--- config.mk ---
export PLATFORM = sky130hd
export DESIGN_NAME = vec_pin_channel
export DESIGN_NICKNAME = d
export VERILOG_FILES = /design/src/rtl/vpc_pkg.sv /design/src/rtl/vpc_store.sv /design/src/rtl/vpc_drive.sv /design/src/rtl/vpc_sense.sv /design/src/rtl/vec_pin_channel.sv
export SDC_FILE = /design/constraint.sdc
export NUM_CORES = 2
export LEC_CHECK = 0
export ABC_CLOCK_PERIOD_IN_PS = 6300
export BUFFER_PORTS_ARGS = -buffer_cell sky130_fd_sc_hd__buf_4
export CAP_MARGIN = 20
export CORE_AREA = 2 2 310 312
export CTS_CLUSTER_SIZE = 14
export DETAILED_ROUTE_END_ITERATION = 16
export DIE_AREA = 0 0 312 314
export GPL_ROUTABILITY_DRIVEN = 0
export PLACE_DENSITY = 0.7
export SYNTH_ARGS = -nofsm -noshare
export SYNTH_HDL_FRONTEND = slang
export SYNTH_HIERARCHICAL = 1
export SYNTH_SLANG_ARGS = --single-unit
--- constraint.sdc ---
create_clock -name clk -period 6.3 [get_ports clk]
set_input_delay 0.63 -clock clk [delete_from_list [all_inputs] [get_ports clk]]
set_output_delay 0.63 -clock clk [all_outputs]
set_load 0.02 [all_outputs]
--- src/rtl/vpc_pkg.sv ---
package vpc_pkg;
    localparam int CODE_W = 3;

    localparam logic [CODE_W-1:0] C_DRV0 = 3'b000;
    localparam logic [CODE_W-1:0] C_DRV1 = 3'b001;
    localparam logic [CODE_W-1:0] C_PLS1 = 3'b010;
    localparam logic [CODE_W-1:0] C_PLS0 = 3'b011;
    localparam logic [CODE_W-1:0] C_EXP0 = 3'b100;
    localparam logic [CODE_W-1:0] C_EXP1 = 3'b101;
    localparam logic [CODE_W-1:0] C_EXPZ = 3'b110;
    localparam logic [CODE_W-1:0] C_XDC  = 3'b111;
endpackage

--- src/rtl/vpc_store.sv ---
module vpc_store #(
    parameter int W = 3,
    parameter int DEPTH = 256,
    parameter logic [W-1:0] RST_VAL = '0,
    localparam int AW = $clog2(DEPTH)
) (
    input  logic          clk,
    input  logic          rst_n,
    input  logic          we,
    input  logic [AW-1:0] waddr,
    input  logic [W-1:0]  wdata,
    input  logic [AW-1:0] raddr,
    output logic [W-1:0]  rdata
);
    logic [W-1:0] mem_q [DEPTH];

    always_ff @(posedge clk or negedge rst_n) begin
        if (!rst_n) begin
            for (int i = 0; i < DEPTH; i++) mem_q[i] <= RST_VAL;
        end else if (we) begin
            mem_q[waddr] <= wdata;
        end
    end

    assign rdata = mem_q[raddr];
endmodule

--- src/rtl/vpc_drive.sv ---
module vpc_drive
    import vpc_pkg::*;
(
    input  logic [CODE_W-1:0] code,
    input  logic              half,
    input  logic              out_off,
    output logic              pin_out,
    output logic              pin_oe
);
    always_comb begin
        pin_out = 1'b0;
        pin_oe  = 1'b0;
        if (!out_off && !code[CODE_W-1]) begin
            pin_oe = 1'b1;
            unique case (code)
                C_DRV0:  pin_out = 1'b0;
                C_DRV1:  pin_out = 1'b1;
                C_PLS1:  pin_out = !half;
                C_PLS0:  pin_out = half;
                default: pin_out = 1'b0;
            endcase
        end
    end
endmodule

--- src/rtl/vpc_sense.sv ---
module vpc_sense
    import vpc_pkg::*;
(
    input  logic [CODE_W-1:0] code,
    input  logic              pin_in,
    input  logic              pin_z,
    output logic              mismatch
);
    always_comb begin
        unique case (code)
            C_EXP0:  mismatch = pin_z || pin_in;
            C_EXP1:  mismatch = pin_z || !pin_in;
            C_EXPZ:  mismatch = !pin_z;
            default: mismatch = 1'b0;
        endcase
    end
endmodule

--- src/rtl/vec_pin_channel.sv ---
module vec_pin_channel
    import vpc_pkg::*;
#(
    parameter int CYCLES = 128,
    parameter int PHASES = 2
) (
    input  logic clk,
    input  logic rst_n,
    input  logic restart,
    input  logic cfg_store,
    input  logic cfg_local_hold,
    input  logic cfg_force_static,
    input  logic cfg_out_off,
    input  logic cfg_in_off,
    input  logic mux_tick,
    input  logic mid_tick,
    input  logic smp_tick,
    input  logic pin_in,
    input  logic pin_z,
    output logic pin_out,
    output logic pin_oe,
    output logic fail,
    output logic smp_last,
    input  logic ser_wr,
    input  logic ser_in,
    input  logic ser_rd,
    output logic ser_out
);
    localparam int DEPTH = CYCLES * PHASES;
    localparam int AW    = $clog2(DEPTH);
    localparam int BUF_W = CODE_W - 1;

    typedef struct packed {
        logic [AW-1:0]    ph;
        logic             half;
        logic             fail;
        logic             smp;
        logic [1:0]       wcnt;
        logic [BUF_W-1:0] wbuf;
        logic [AW-1:0]    wptr;
        logic [AW-1:0]    rptr;
        logic             sout;
    } seq_t;

    seq_t s_d, s_q;

    logic [CODE_W-1:0] cur_code;
    logic [AW-1:0]     phase_idx;
    logic              run_en;
    logic              smp_take;
    logic              mismatch;
    logic              pat_we;
    logic [CODE_W-1:0] pat_wdata;
    logic              resp_we;
    logic              resp_rdata;

    assign phase_idx = s_q.ph;
    assign run_en    = !cfg_local_hold && !cfg_force_static;
    assign smp_take  = run_en && smp_tick && !cfg_in_off && !restart;
    assign pat_we    = ser_wr && !restart && (s_q.wcnt == 2'd2);
    assign pat_wdata = {s_q.wbuf, ser_in};
    assign resp_we   = smp_take && cfg_store;

    vpc_store #(.W(CODE_W), .DEPTH(DEPTH), .RST_VAL(C_XDC)) u_pat (
        .clk(clk), .rst_n(rst_n), .we(pat_we), .waddr(s_q.wptr),
        .wdata(pat_wdata), .raddr(s_q.ph), .rdata(cur_code)
    );

    vpc_store #(.W(1), .DEPTH(DEPTH), .RST_VAL(1'b0)) u_resp (
        .clk(clk), .rst_n(rst_n), .we(resp_we), .waddr(s_q.ph),
        .wdata(pin_in), .raddr(s_q.rptr), .rdata(resp_rdata)
    );

    vpc_drive u_drv (
        .code(cur_code), .half(s_q.half), .out_off(cfg_out_off),
        .pin_out(pin_out), .pin_oe(pin_oe)
    );

    vpc_sense u_sns (
        .code(cur_code), .pin_in(pin_in), .pin_z(pin_z), .mismatch(mismatch)
    );

    always_comb begin
        s_d = s_q;
        if (restart) begin
            s_d.ph   = '0;
            s_d.half = 1'b0;
            s_d.fail = 1'b0;
            s_d.wcnt = '0;
            s_d.wbuf = '0;
            s_d.wptr = '0;
            s_d.rptr = '0;
        end else begin
            if (run_en && mux_tick) begin
                s_d.ph   = s_q.ph + 1'b1;
                s_d.half = 1'b0;
            end else if (run_en && mid_tick) begin
                s_d.half = 1'b1;
            end
            if (smp_take) begin
                s_d.smp = pin_in;
                if (!cfg_store && mismatch) s_d.fail = 1'b1;
            end
            if (ser_wr) begin
                if (s_q.wcnt == 2'd2) begin
                    s_d.wcnt = '0;
                    s_d.wptr = s_q.wptr + 1'b1;
                end else begin
                    s_d.wcnt = s_q.wcnt + 1'b1;
                    s_d.wbuf = {s_q.wbuf[BUF_W-2:0], ser_in};
                end
            end
            if (ser_rd) begin
                s_d.sout = resp_rdata;
                s_d.rptr = s_q.rptr + 1'b1;
            end
        end
    end

    always_ff @(posedge clk or negedge rst_n) begin
        if (!rst_n) s_q <= '0;
        else        s_q <= s_d;
    end

    assign fail     = s_q.fail;
    assign smp_last = s_q.smp;
    assign ser_out  = s_q.sout;
endmodule

==> impl_metrics.ini <==
[power]
p_sw_uw = 3150
power_density_nw_per_um2 = 248
p_int_uw = 11000
cellLeakagePower_uw = 0.0226
comb_power_share_pct = 3.4
pwr-share-seq_pct = 48.7
swShare_pct = 22.3
power_frac_clock_pct = 47.9
ir_worst_vdd_uv = 209

[synth]
netlist_instances = 3748
ys_ff_latch = 1056
netlist_top_cells_count = mux2_2 (1032), dfstp_2 (768), nor2_1 (390), dfrtp_1 (288), nand2_1 (269)
synthArstFlopShare_pct = 100
avgSynthCellArea_um2 = 13.8
yosysUniqueCellTypes = 78
synth_top_area_share_pct = 39.0
yosysTopAreaCell = dfstp_2
syn_area_um2 = 51700
synth-edff-count = 0
synth_ff_type = dfstp_2
yosysMostFrequentCell = mux2_2
seq_area_frac_synth_pct = 53.0
yosys_warnings = 6
syn-num-nets = 3767
synth.area.top_cells = dfstp_2 (39%), mux2_2 (22%), dfrtp_1 (14%)

[final_layout]
ff_latch_area_um2 = 27400
multi_input_area_um2 = 23000
finalInstanceArea_um2 = 56800
n_antenna_cell = 0
nets = 3710
fillCellCount = 7410
drive_gt1_share_pct = 61.3
syn_to_final_growth_pct = 9.83

[worst_hold_path]
holdCritPathClass = in2reg

[route]
drcViolationCount = 0
viasPerCell = 6.26
ant_nets = 0
dr.pass1.iters = 8
routed_wirelength_um = 134000
first_iter_violations = 2357
routedWlPerCell_um = 26.6
vias = 31633

[floorplan]
die_area_um2 = 98000
io_pins = 21
fp.dieW_um = 312
start_util_pct = 54.8
dieHeight_um = 314
core_area_um2 = 94400
rows = 113

[cts]
path_clk_slew_ns = 0.06
cts-root-buf = clkbuf_16
numCtsBuffers = 112
clockBufferDepth = 3
cts_sinks = 1056
cts_tree = done
post_cts_resize_count = 0
cts_max_level = 3
clkLatencyLatePin_ns = 0.71
cts_hold_buffers = 0
post_cts_buffers = 0

[placement]
place_area_um2 = 53000
port_buffers = 20
dp_hpwl_um = 82600

[critical_path]
critPathLaunchType = flip-flop
worstPathArrival_ns = 5.01
endpoint_kind = primary output
crit_type = reg2out
crit_required_ns = 5.67
cp_max_fo = 49

[timing]
max_freq_ghz = 0.177
report.final.setup_viol = 0
finalCritPeriodShare_pct = 89.6
clock_skew_ns = 0.0292
worst_pin_slew_ns = 1.39
holdWs_ns = 0.232
period_minus_slack_ns = 5.64
tns_ns = 0
rsz0062_at_grt = false
slew_headroom_pct = 7.34
slew_violations = 0
hold_viol = 0

[global_routing]
grt_first_pass_wirelength_um = 207000
antenna_found_initial = 0
grt_pass1_vias = 33020
overflow = 0
track_usage_pct = 27.5
grt_max_degree = 218

[run]
maxCapViolCount = 0

[run_status]
status = finished clean
-- layout make-up --
cell class / count / share of cell area, %
Tap cell: 1265 / 2.79
Sequential cell: 1056 / 48.3
Inverter: 12 / 0.0793
Clock buffer: 173 / 5.85
Clock inverter: 38 / 0.828
Multi-Input combinational cell: 2410 / 40.6
Timing Repair Buffer: 99 / 1.61
-- critical path, stage by stage, from the launching register on --
cell       delay [ns]
dfrtp_4          1.10
buf_4            0.41
mux4_2           0.55
a22oi_1          0.21
a21oi_1          0.09
nor3_1           0.55
a22oi_1          0.28
a2bb2oi_1        0.24
nor2b_4          0.17
xnor2_1          0.38
nor3_2           0.07
buf_4            0.17
-- cells in the final DEF, fill, tap and decap left out, types with 35 or more instances in the layout --
cell       instances
nor2_1           388
a21oi_1           35
nand2_1          269
dfstp_2          768
mux2_2          1032
clkbuf_16        114
mux2i_1          103
buf_4             83
dfrtp_1          278
mux4_2           215
nand3_1           38
-- final timing paths --
path / slack, ns / from / end / cells past startpoint
max: 0.66 / phase_idx[0] / pin_out / 11
min in group asynchronous: 0.35 / rst_n / u_pat/mem_q[629] / 1
max in group asynchronous: 4.90 / rst_n / u_pat/mem_q[546] / 3
min: 0.23 / ser_wr / pat_wdata[2] / 3
min reg2reg: 0.50 / u_resp/mem_q[151] / u_resp/mem_q[151] / 1
max reg2reg: 1.96 / phase_idx[0] / fail / 11
-- metrics by stage --
stage | utilization (%) | std cells | power, uW | setup slack, ns
after detailed placement | 56.1 | 4841 | 7470 | 1.46
after floorplan | - | 3748 | 7220 | 2.81
after CTS | 60.1 | 5052 | 14200 | 0.675
final | 60.1 | 5053 | 14100 | 0.655
after global placement | 56.1 | 4841 | 7460 | 1.51
after global routing | 60.1 | 5053 | 14600 | 0.440
-- layer usage --
layer	GRT usage, %	part of all wire [%]	vias up	routed length [um]
met4	11.4	4.1	0	5530
li1	-	-	13523	-
met1	37.8	43	16841	57600
met2	43.8	47	986	63200
met3	4.69	6.1	283	8150
met5	0	0	-	0
-- registers in the layout, indices dropped and copies added (netlist names) --
name and count:
fail 1, pat_wdata 2, phase_idx 8, s_q 19, ser_out 1, smp_last 1
u_pat/mem_q 768, u_resp/mem_q 256
-- power groups by stage --
stage | Sequential [uW] | Clock [uW] | Combinational (uW)
final | 6870 | 6750 | 477
after global routing | 6880 | 7160 | 524
after CTS | 6880 | 6870 | 487
after detailed placement | 6980 | 0 | 486
after global placement | 6980 | 0 | 484
after floorplan | 6940 | 0 | 283
-- cell families after synthesis --
| family | after synthesis | share of synthesized area, % |
|---|---|---|
| AOI/OAI and AO/OA | 181 | 2.48 |
| muxes | 1365 | 34.6 |
| buffers and inverters | 282 | 2.62 |
| xor gates and xnor gates | 9 | 0.152 |
| and+or+nand+nor | 852 | 7.13 |
| adders and majority gates | 3 | 0.0726 |
| DFF | 1056 | 53.0 |
Power figures use the tool's default switching activity.
